$ cat config.mk
export PLATFORM = sky130hd
export DESIGN_NAME = scl_period_gen
export DESIGN_NICKNAME = d
export VERILOG_FILES = /design/src/rtl/scl_gen_pkg.sv /design/src/rtl/scl_cfg_shadow.sv /design/src/rtl/scl_phase_fsm.sv /design/src/rtl/sda_hold_timer.sv /design/src/rtl/scl_period_gen.sv
export SDC_FILE = /design/constraint.sdc
export NUM_CORES = 1
export LEC_CHECK = 0
export ABC_AREA = 1
export BUFFER_PORTS_ARGS = -buffer_cell sky130_fd_sc_hd__buf_2
export CAP_MARGIN = 5
export CELL_PAD_IN_SITES_DETAIL_PLACEMENT = 1
export CELL_PAD_IN_SITES_GLOBAL_PLACEMENT = 2
export CORE_UTILIZATION = 30
export DETAILED_ROUTE_END_ITERATION = 16
export GPL_TIMING_DRIVEN = 0
export PLACE_DENSITY = 0.77
export RECOVER_POWER = 100
export SETUP_SLACK_MARGIN = 0.4
export SKIP_LAST_GASP = 1
export SYNTH_ARGS = -nofsm -noshare
export SYNTH_HDL_FRONTEND = slang
export SYNTH_SLANG_ARGS = --single-unit
$ cat constraint.sdc
create_clock -name clk -period 2 [get_ports clk]
set_input_delay 0.3 -clock clk [delete_from_list [all_inputs] [get_ports clk]]
set_output_delay 0.3 -clock clk [all_outputs]
set_load 0.1 [all_outputs]
$ cat src/rtl/scl_gen_pkg.sv
package scl_gen_pkg;
    typedef enum logic [1:0] {
        PH_IDLE = 2'd0,
        PH_LOW  = 2'd1,
        PH_HIGH = 2'd2
    } scl_phase_e;

    localparam int MIN_HCNT = 6;
    localparam int MIN_LCNT = 8;
    localparam int HI_EXTRA = 3;
    localparam int LO_EXTRA = 1;
    localparam int NUM_MODES = 2;
endpackage

$ cat src/rtl/scl_cfg_shadow.sv
module scl_cfg_shadow
    import scl_gen_pkg::*;
#(
    parameter int CNT_W  = 16,
    parameter int HOLD_W = 16,
    parameter int LIM_W  = CNT_W + 2
) (
    input  logic                              clk,
    input  logic                              rst_n,
    input  logic                              enable,
    input  logic [CNT_W-1:0]                  std_hcnt,
    input  logic [CNT_W-1:0]                  std_lcnt,
    input  logic [CNT_W-1:0]                  fast_hcnt,
    input  logic [CNT_W-1:0]                  fast_lcnt,
    input  logic [HOLD_W-1:0]                 sda_hold,
    output logic [NUM_MODES-1:0][LIM_W-1:0]   hi_lim,
    output logic [NUM_MODES-1:0][LIM_W-1:0]   lo_lim,
    output logic [HOLD_W-1:0]                 hold_eff
);
    typedef struct packed {
        logic [NUM_MODES-1:0][CNT_W-1:0] h;
        logic [NUM_MODES-1:0][CNT_W-1:0] l;
        logic [HOLD_W-1:0]               hold;
    } cfg_t;

    cfg_t cfg_d, cfg_q;

    // Shadow copies load only while the generator is stopped.
    always_comb begin
        cfg_d = cfg_q;
        if (!enable) begin
            cfg_d.h[0] = std_hcnt;
            cfg_d.l[0] = std_lcnt;
            cfg_d.h[1] = fast_hcnt;
            cfg_d.l[1] = fast_lcnt;
            cfg_d.hold = sda_hold;
        end
    end

    always_ff @(posedge clk or negedge rst_n) begin
        if (!rst_n) cfg_q <= '0;
        else        cfg_q <= cfg_d;
    end

    for (genvar m = 0; m < NUM_MODES; m++) begin : g_mode
        logic [CNT_W-1:0] h_cl;
        logic [CNT_W-1:0] l_cl;
        assign h_cl = (cfg_q.h[m] < CNT_W'(MIN_HCNT)) ? CNT_W'(MIN_HCNT) : cfg_q.h[m];
        assign l_cl = (cfg_q.l[m] < CNT_W'(MIN_LCNT)) ? CNT_W'(MIN_LCNT) : cfg_q.l[m];
        // terminal count = phase length - 1
        assign hi_lim[m] = {2'b00, h_cl} + LIM_W'(HI_EXTRA - 1);
        assign lo_lim[m] = {2'b00, l_cl} + LIM_W'(LO_EXTRA - 1);
    end

    assign hold_eff = (cfg_q.hold == '0) ? HOLD_W'(1) : cfg_q.hold;


    cfg_frozen_chk: assert property (@(posedge clk) disable iff (!rst_n)
        (enable && $past(enable)) |-> ($stable(hi_lim) && $stable(lo_lim) && $stable(hold_eff)));


    hold_nonzero_chk: assert property (@(posedge clk) disable iff (!rst_n)
        hold_eff != '0);
endmodule

$ cat src/rtl/scl_phase_fsm.sv
module scl_phase_fsm
    import scl_gen_pkg::*;
#(
    parameter int LIM_W = 18
) (
    input  logic                            clk,
    input  logic                            rst_n,
    input  logic                            enable,
    input  logic                            fast_sel,
    input  logic                            scl_in,
    input  logic [NUM_MODES-1:0][LIM_W-1:0] hi_lim,
    input  logic [NUM_MODES-1:0][LIM_W-1:0] lo_lim,
    output scl_phase_e                      phase,
    output logic                            lo_start,
    output logic                            hi_start,
    output logic                            low_last
);
    typedef struct packed {
        scl_phase_e       ph;
        logic [LIM_W-1:0] cnt;
        logic [LIM_W-1:0] lim;
        logic             lo_p;
        logic             hi_p;
    } st_t;

    st_t st_d, st_q;

    always_comb begin
        st_d      = st_q;
        st_d.lo_p = 1'b0;
        st_d.hi_p = 1'b0;
        if (!enable) begin
            st_d.ph  = PH_IDLE;
            st_d.cnt = '0;
            st_d.lim = '0;
        end else begin
            unique case (st_q.ph)
                PH_IDLE: begin
                    st_d.ph   = PH_LOW;
                    st_d.cnt  = '0;
                    st_d.lim  = lo_lim[fast_sel];
                    st_d.lo_p = 1'b1;
                end
                PH_LOW: begin
                    if (st_q.cnt == st_q.lim) begin
                        st_d.ph   = PH_HIGH;
                        st_d.cnt  = '0;
                        st_d.lim  = hi_lim[fast_sel];
                        st_d.hi_p = 1'b1;
                    end else begin
                        st_d.cnt = st_q.cnt + 1'b1;
                    end
                end
                PH_HIGH: begin
                    if (!scl_in) begin
                        st_d.cnt = st_q.cnt;   // target stretches the clock
                    end else if (st_q.cnt == st_q.lim) begin
                        st_d.ph   = PH_LOW;
                        st_d.cnt  = '0;
                        st_d.lim  = lo_lim[fast_sel];
                        st_d.lo_p = 1'b1;
                    end else begin
                        st_d.cnt = st_q.cnt + 1'b1;
                    end
                end
                default: begin
                    st_d.ph  = PH_IDLE;
                    st_d.cnt = '0;
                end
            endcase
        end
    end

    always_ff @(posedge clk or negedge rst_n) begin
        if (!rst_n) st_q <= '0;
        else        st_q <= st_d;
    end

    assign phase    = st_q.ph;
    assign lo_start = st_q.lo_p;
    assign hi_start = st_q.hi_p;
    assign low_last = (st_q.ph == PH_LOW) && (st_q.cnt == st_q.lim);


    stretch_hold_chk: assert property (@(posedge clk) disable iff (!rst_n)
        (st_q.ph == PH_HIGH && enable && !scl_in) |=> (st_q.ph == PH_HIGH));


    disabled_idle_chk: assert property (@(posedge clk) disable iff (!rst_n)
        !enable |=> (st_q.ph == PH_IDLE && !st_q.lo_p && !st_q.hi_p));


    edge_excl_chk: assert property (@(posedge clk) disable iff (!rst_n)
        !(st_q.lo_p && st_q.hi_p));


    cnt_bound_chk: assert property (@(posedge clk) disable iff (!rst_n)
        (st_q.ph != PH_IDLE) |-> (st_q.cnt <= st_q.lim));
endmodule

$ cat src/rtl/sda_hold_timer.sv
module sda_hold_timer #(
    parameter int HOLD_W = 16
) (
    input  logic              clk,
    input  logic              rst_n,
    input  logic              lo_start,
    input  logic              in_low,
    input  logic              low_last,
    input  logic [HOLD_W-1:0] hold_eff,
    output logic              sda_go
);
    typedef struct packed {
        logic [HOLD_W:0] tcnt;
        logic            armed;
    } tm_t;

    tm_t tm_d, tm_q;
    logic fire;

    assign fire = tm_q.armed && in_low && !lo_start &&
                  ((tm_q.tcnt == {1'b0, hold_eff}) || low_last);

    always_comb begin
        tm_d = tm_q;
        if (lo_start) begin
            tm_d.tcnt  = (HOLD_W+1)'(1);
            tm_d.armed = 1'b1;
        end else if (fire || !in_low) begin
            tm_d.armed = 1'b0;
        end else if (tm_q.armed) begin
            tm_d.tcnt = tm_q.tcnt + 1'b1;
        end
    end

    always_ff @(posedge clk or negedge rst_n) begin
        if (!rst_n) tm_q <= '0;
        else        tm_q <= tm_d;
    end

    assign sda_go = fire;


    sda_in_low_chk: assert property (@(posedge clk) disable iff (!rst_n)
        sda_go |-> in_low);


    sda_once_chk: assert property (@(posedge clk) disable iff (!rst_n)
        sda_go |=> !sda_go);
endmodule

$ cat src/rtl/scl_period_gen.sv
module scl_period_gen
    import scl_gen_pkg::*;
#(
    parameter int CNT_W  = 16,
    parameter int HOLD_W = 16
) (
    input  logic              clk,
    input  logic              rst_n,
    input  logic              enable,
    input  logic [1:0]        speed_sel,
    input  logic [CNT_W-1:0]  std_hcnt,
    input  logic [CNT_W-1:0]  std_lcnt,
    input  logic [CNT_W-1:0]  fast_hcnt,
    input  logic [CNT_W-1:0]  fast_lcnt,
    input  logic [HOLD_W-1:0] sda_hold,
    input  logic              scl_in,
    output logic              scl_pull_low,
    output logic              lo_edge,
    output logic              hi_edge,
    output logic              sda_go
);
    localparam int LIM_W = CNT_W + 2;

    logic [NUM_MODES-1:0][LIM_W-1:0] hi_lim;
    logic [NUM_MODES-1:0][LIM_W-1:0] lo_lim;
    logic [HOLD_W-1:0]               hold_eff;
    scl_phase_e                      phase;
    logic                            low_last;
    logic                            fast_sel;

    assign fast_sel = (speed_sel != 2'b00);

    scl_cfg_shadow #(.CNT_W(CNT_W), .HOLD_W(HOLD_W), .LIM_W(LIM_W)) u_cfg (
        .clk       (clk),
        .rst_n     (rst_n),
        .enable    (enable),
        .std_hcnt  (std_hcnt),
        .std_lcnt  (std_lcnt),
        .fast_hcnt (fast_hcnt),
        .fast_lcnt (fast_lcnt),
        .sda_hold  (sda_hold),
        .hi_lim    (hi_lim),
        .lo_lim    (lo_lim),
        .hold_eff  (hold_eff)
    );

    scl_phase_fsm #(.LIM_W(LIM_W)) u_fsm (
        .clk      (clk),
        .rst_n    (rst_n),
        .enable   (enable),
        .fast_sel (fast_sel),
        .scl_in   (scl_in),
        .hi_lim   (hi_lim),
        .lo_lim   (lo_lim),
        .phase    (phase),
        .lo_start (lo_edge),
        .hi_start (hi_edge),
        .low_last (low_last)
    );

    assign scl_pull_low = (phase == PH_LOW);

    sda_hold_timer #(.HOLD_W(HOLD_W)) u_sda (
        .clk      (clk),
        .rst_n    (rst_n),
        .lo_start (lo_edge),
        .in_low   (scl_pull_low),
        .low_last (low_last),
        .hold_eff (hold_eff),
        .sda_go   (sda_go)
    );


    fall_marks_low_chk: assert property (@(posedge clk) disable iff (!rst_n)
        $rose(scl_pull_low) |-> lo_edge);


    rise_marks_high_chk: assert property (@(posedge clk) disable iff (!rst_n)
        ($fell(scl_pull_low) && enable && $past(enable)) |-> hi_edge);
endmodule

# Yosys cells after proc, flatten, opt, wreduce, memory -nomap -nowiden
# Cells that the tools add are included.
[word_totals]
register_bits = 138
out_inout_bits = 4
[op_classes]
n_eq_ne = 9
addsub = 4
reduce_logical = 16
muxes = 28
magnitude_cmp = 5
[op_table]
columns = ["cell", "count"]
rows = [
  ["$mux 18", 6],
  ["$mux 16", 6],
  ["$pmux 20 s3", 1],
  ["$pmux 18 s3", 1],
  ["$mux 17", 3],
  ["$mux 19", 2],
  ["$mux 38", 1],
  ["$add 16x2->17 const B", 2],
  ["$lt 16x3->1 const B", 2],
  ["$lt 16x4->1 const B", 2],
  ["$add 18x1->18 const B", 1],
  ["$eq 18x18->1", 1],
  ["$add 17x1->17 const B", 1],
  ["$eq 17x16->1", 1],
  ["$logic_not 16->1", 1],
  ["$mux 2", 4],
  ["$ne 3x3->1 const B", 2],
  ["$reduce_bool 2->1", 3],
  ["$logic_and 1x1->1", 4],
  ["$ne 4x1->1 const B", 1],
  ["$reduce_and 4->1", 1],
  ["$mux 1", 3],
  ["$ne 3x2->1 const B", 1],
  ["$reduce_and 3->1", 1],
  ["other kinds (9)", 11],
]

# Depth between registers and ports, before layout
[logic_depth]
depth_word = 8
mapped_depth = 17

# By module
# From an unflattened synthesis, not the netlist that was laid out.
[hier_totals]
hier_cells = 1185
hier_area_um2 = 8625.8
[by_module_without_submodules]
columns = ["mod", "seq_area_each_um2", "area_each_um2", "instances", "cells_each"]
rows = [
  ["scl_cfg_shadow", 2001.9, 4242.8, 1, 481],
  ["scl_phase_fsm", 1001.0, 2920.3, 1, 470],
  ["sda_hold_timer", 450.4, 1441.4, 1, 229],
  ["scl_period_gen", 0.0, 21.3, 1, 5],
]

# Worst setup path after synthesis
# OpenSTA, ideal clock, no wires.
[synth_path]
path_type = "reg-to-output"
start = "register u_fsm.st_q (netlist bit u_fsm.phase[1])"
end = "output sda_go"
stages_incl_launch_ff = 6
required_ns = 1.700
setup_slack_ns = -2.236
path_buffers = 1
t_arrival_ns = 3.936
path_cell_list = "dfrtp_1 > inv_1 > ha_1 > buf_4 > nand2_4 > a211oi_1"
[synth_between]
elab_chain_cells = 4
elab_cells_between_ends = 6
cone_classes = "eq/ne: 1; reduce/logical: 5"
[synth_lines]
columns = ["item", "line", "source"]
rows = [
  ["start: declaration", "scl_phase_fsm.sv:26", "st_t st_d, st_q;"],
  ["start signal: assignment", "scl_phase_fsm.sv:76", "else st_q <= st_d;"],
  ["$eq 2x1->1 (*)", "scl_period_gen.sv:61", "assign scl_pull_low = (phase == PH_LOW);"],
  ["via scl_pull_low", "scl_period_gen.sv:17", "output logic scl_pull_low,"],
  ["$logic_and 1x1->1 (on tied branches)", "sda_hold_timer.sv:20, scl_phase_fsm.sv:82", ""],
  ["$logic_and 1x1->1 / $logic_or 1x1->1 (equally long branches)", "sda_hold_timer.sv:20, sda_hold_timer.sv:21", ""],
  ["$logic_and 1x1->1 (*)", "sda_hold_timer.sv:20", "assign fire = tm_q.armed && in_low && !lo_start &&"],
  ["end: declaration", "scl_period_gen.sv:20", "output logic sda_go"],
]
# Mark *: on every way through the listed nets, which the timed path passes. The rest lies on a longest branch.

# Final worst setup path
[layout_path]
start = "register u_cfg.cfg_q[13] (netlist bit)"
end = "output sda_go"
[layout_between]
elab_chain_cells = 5
[layout_lines]
columns = ["item", "line", "source"]
rows = [
  ["start: declaration", "scl_cfg_shadow.sv:26", "cfg_t cfg_d, cfg_q;"],
  ["start signal: assignment", "scl_cfg_shadow.sv:42", "else cfg_q <= cfg_d;"],
  ["$logic_not 16->1", "scl_cfg_shadow.sv:55", "assign hold_eff = (cfg_q.hold == '0) ? HOLD_W'(1) : cfg_q.hold;"],
  ["$mux 16 (*)", "scl_cfg_shadow.sv:55", ""],
  ["$eq 17x16->1 (*)", "sda_hold_timer.sv:21", "((tm_q.tcnt == {1'b0, hold_eff}) || low_last);"],
  ["$logic_or 1x1->1 (*)", "sda_hold_timer.sv:21", ""],
  ["$logic_and 1x1->1 (*)", "sda_hold_timer.sv:20", ""],
]
# Every way passes the cells marked *; elsewhere a longest branch is shown, timed or not.

==> impl_metrics.sql <==
INSERT INTO impl_metrics (metric_group, metric, value, unit) VALUES
('timing', 'report.final.hold_viol_count', '0', ''),
('synthesis', 'postSynthAreaPerCell', '7.253', 'µm²'),
('critical_path', 'critical_path.top_delay_family', 'compound AO/OA/AOI/OAI gates', ''),
('floorplanning', 'io_pins', '90', ''),
('layout', 'final_non_filler_cell_area', '10410', 'µm²'),
('critical_path', 'timing.critical_path.buf_inv', '2', ''),
('power_and_ir_drop', 'cellLeakagePower', '0.005102', 'µW'),
('power_and_ir_drop', 'design_power_total', '10730', 'µW'),
('worst_hold_path', 'worst_hold_startpoint', 'fast_hcnt[6]', ''),
('grt', 'grt_antenna_before_repair', '0', ''),
('grt', 'use_met3', '0.03361', ''),
('layout', 'drive_gt1_frac', '0.2656', ''),
('critical_path', 'beginning_of_the_worst_register_to_register_path', 'u_cfg.cfg_q[53]', ''),
('placed_design', 'port_buffers', '89', ''),
('placed_design', 'placedInstanceArea', '8790', 'µm²'),
('timing', 'maxSlewHeadroom', '0.03813', ''),
('critical_path', 'critical_path.max_stage_delay', '0.43', 'ns'),
('floorplanning', 'floorplan.die.width', '163.0', 'µm'),
('critical_path', 'setup.worst_path.class', 'register to output pin', ''),
('timing', 'finalSetupViolations', '25', ''),
('critical_path', 'cp-startpoint', 'u_cfg.cfg_q[13]', ''),
('grt', 'gr-usage-all-layers', '0.2058', ''),
('layout', 'finalNonFillerCells', '1595', ''),
('grt', 'global_route.overflow_total', '0', ''),
('drt', 'routed_wire_length_per_instance', '16.18', 'µm'),
('timing', 'layout_min_cycle_time', '2.493', 'ns'),
('drt', 'totalWireLength', '25.81', 'mm'),
('critical_path', 'timing.critical_path.from_type', 'register', ''),
('layout', 'layout.cells.most_common', 'sky130_fd_sc_hd__nand2_1', ''),
('synthesis', 'synth_sequential_area_ratio', '0.4409', ''),
('layout', 'most-common-layout-cells', '365 x sky130_fd_sc_hd__nand2_1, 128 x sky130_fd_sc_hd__dfrtp_1, 110 x sky130_fd_sc_hd__nor2_1', ''),
('clocking', 'cts_htree_levels', '4', ''),
('synthesis', 'synth_cell_types', '49', ''),
('grt', 'grt_busiest_layer', 'met2', ''),
('synthesis', 'synth.ff_latch_count', '137', ''),
('outcome', 'outcome', 'finished, violations left', ''),
('clocking', 'clkSlewWorstSetupHoldPaths', '0.08', 'ns'),
('synthesis', 'yosys_most_used_dff', 'sky130_fd_sc_hd__dfrtp_1', ''),
('clocking', 'numClockSinks', '137', ''),
('drt', 'vias', '7421', ''),
('critical_path', 'cp_data_arrival_time', '2.19', 'ns'),
('layout', 'area_delta_synth_final', '33.94', '%'),
('drt', 'drt_drc_violations_left', '0', ''),
('placed_design', 'dpl.cell_count', '1492', ''),
('placed_design', 'dp_hpwl', '18.59', 'mm'),
('power_and_ir_drop', 'p_per_area', '1030', 'nW/µm²'),
('grt', 'largest_net_degree_at_the_start_of_global_routing', '87', ''),
('clocking', 'clock_tree_from_tritoncts', 'built', ''),
('clocking', 'cts-root-buf', 'sky130_fd_sc_hd__clkbuf_16', ''),
('layout', 'antenna_cells', '0', ''),
('drt', 'drt_first_pass_iters', '4', ''),
('grt', 'globalRouteMet1Util', '0.2741', ''),
('synthesis', 'synthesis.nets', '1165', ''),
('worst_hold_path', 'worst_hold_path_type', 'primary input to register', ''),
('layout', 'final_nets', '1345', ''),
('clocking', 'insertion_delay', '0.44', 'ns'),
('critical_path', 'cp_cell_sequence', 'buf_4 > nand2_2 > o21ai_1 > nor2_1 > o2111ai_1 > nor2_1 > nand3_2 > a211oi_4 > buf_12', ''),
('critical_path', 'crit_fanout', '3', ''),
('drt', 'antenna_left', '0', ''),
('critical_path', 'critPathRequiredTime', '1.70', 'ns'),
('grt', 'grt_pass1_wl', '41.85', 'mm'),
('floorplanning', 'core', '25330', 'µm²'),
('critical_path', 'crit_path_end_kind', 'output pin', ''),
('timing', 'final_ws_setup', '-0.4927', 'ns'),
('timing', 'report.final.slew_viol_count', '0', ''),
('synthesis', 'async_flop_share', '1.000', ''),
('outcome', 'violations_in_the_final_reports', 'setup timing', ''),
('floorplanning', 'die_height', '163.0', 'µm'),
('placed_design', 'detailedPlace.worstSlack', '-0.4627', 'ns'),
('flow_run', 'timing.max_cap.violations', '0', ''),
('timing', 'final_min_period_over_clock_period', '1.246', '');
-- layer usage --
metal / vias up / share of wire
met5: - / 0
met4: 0 / 0.013
met3: 23 / 0.025
met2: 95 / 0.50
met1: 3565 / 0.46
li1: 3738 / -
-- synthesized netlist by cell type, types with 3 or more instances --
master	instances	area, µm²
sky130_fd_sc_hd__nor3_1	12	60.06
sky130_fd_sc_hd__nand2_1	388	1456
sky130_fd_sc_hd__nand2_4	3	33.78
sky130_fd_sc_hd__nand2_2	6	37.54
sky130_fd_sc_hd__xor2_1	27	236.5
sky130_fd_sc_hd__nor4_1	6	37.54
sky130_fd_sc_hd__dfrtp_1	137	3428
sky130_fd_sc_hd__o21ai_2	6	52.55
sky130_fd_sc_hd__o21ai_1	6	30.03
sky130_fd_sc_hd__ha_1	7	87.58
sky130_fd_sc_hd__inv_1	93	349.1
sky130_fd_sc_hd__buf_6	3	33.78
sky130_fd_sc_hd__buf_2	6	30.03
sky130_fd_sc_hd__nand4_1	11	68.82
sky130_fd_sc_hd__a21oi_1	13	65.06
sky130_fd_sc_hd__nor2_1	129	484.2
sky130_fd_sc_hd__clkbuf_1	21	78.83
sky130_fd_sc_hd__inv_2	6	22.52
sky130_fd_sc_hd__nand3_1	71	355.3
sky130_fd_sc_hd__o21ai_4	3	48.80
sky130_fd_sc_hd__nor2_2	3	18.77
sky130_fd_sc_hd__buf_1	3	11.26
sky130_fd_sc_hd__xnor2_1	9	78.83
sky130_fd_sc_hd__o21ai_0	69	345.3
-- worst min-delay path, stage by stage --
cell and delay, ns:
sky130_fd_sc_hd__buf_2 0.07, sky130_fd_sc_hd__nand2_1 0.04, sky130_fd_sc_hd__nand2_1 0.04
-- cells by family (layout without fill, tap and decap cells) --
family | Yosys count | after routing | synth area share
and+or+nand+nor | 644 | 645 | 0.3510
buffers and inverters | 138 | 330 | 0.07386
DFF | 137 | 137 | 0.4409
AOI/OAI and AO/OA | 109 | 109 | 0.08111
xor gates and xnor gates | 36 | 36 | 0.04055
adders and majority gates | 7 | 7 | 0.01126
muxes | 1 | 1 | 0.001287
-- layout make-up --
cell class                 instances  area (µm²)
multi-input combinational        798        4202
buffer                            37       236.5
inverter                         101       395.4
timing repair inverter             2       15.01
clock inverter                    14       145.1
sequential                       137        3442
timing repair buffer             158        1126
clock buffer                      18       439.2
tap                              330       412.9
fill                            3143       14910
-- per-stage QoR --
step                hold slack (ns)  setup TNS [ns]
floorplan                  0.004409         -0.3170
CTS                         0.03321          -3.410
detailed placement           0.3019          -5.404
global placement             0.4707         -216.77
finish                      0.04987          -2.720
global route                0.03597          -17.07
-- registers in the layout, indices dropped and copies added, names as in the netlist --
register        flops
u_cfg.cfg_q        80
u_fsm.lo_start      1
u_fsm.hi_start      1
u_fsm.st_q         35
u_fsm.phase         2
u_sda.tm_q         18
-- where the power goes --
part	switching [µW]	internal, µW	total, µW
combinational	2510	1560	4060
clock	1500	1710	3200
sequential	315	3150	3470
total	4320	6410	10700
-- path summary, 6_finish.rpt --
path / endpoint / slack (ns) / cells past startpoint
hold reg to reg: u_fsm.st_q[17] / 0.48 / 2
max in group asynchronous: u_cfg.cfg_q[13] / 0.14 / 3
min in group asynchronous: u_fsm.st_q[32] / 0.75 / 2
setup / recovery: sda_go / -0.49 / 9
setup reg to reg: u_fsm.st_q[17] / -0.21 / 17
hold / removal: u_cfg.cfg_q[70] / 0.05 / 3
-- timing repair --
action,4_1_cts,5_1_grt
buffers inserted,33,29
gates cloned,7,1
endpoints found under the hold margin,51,0
hold buffers,1,0
endpoints found under the setup margin,79,79
pin swaps,26,33
resized for setup,81,64
Power figures use the tool's default switching activity.
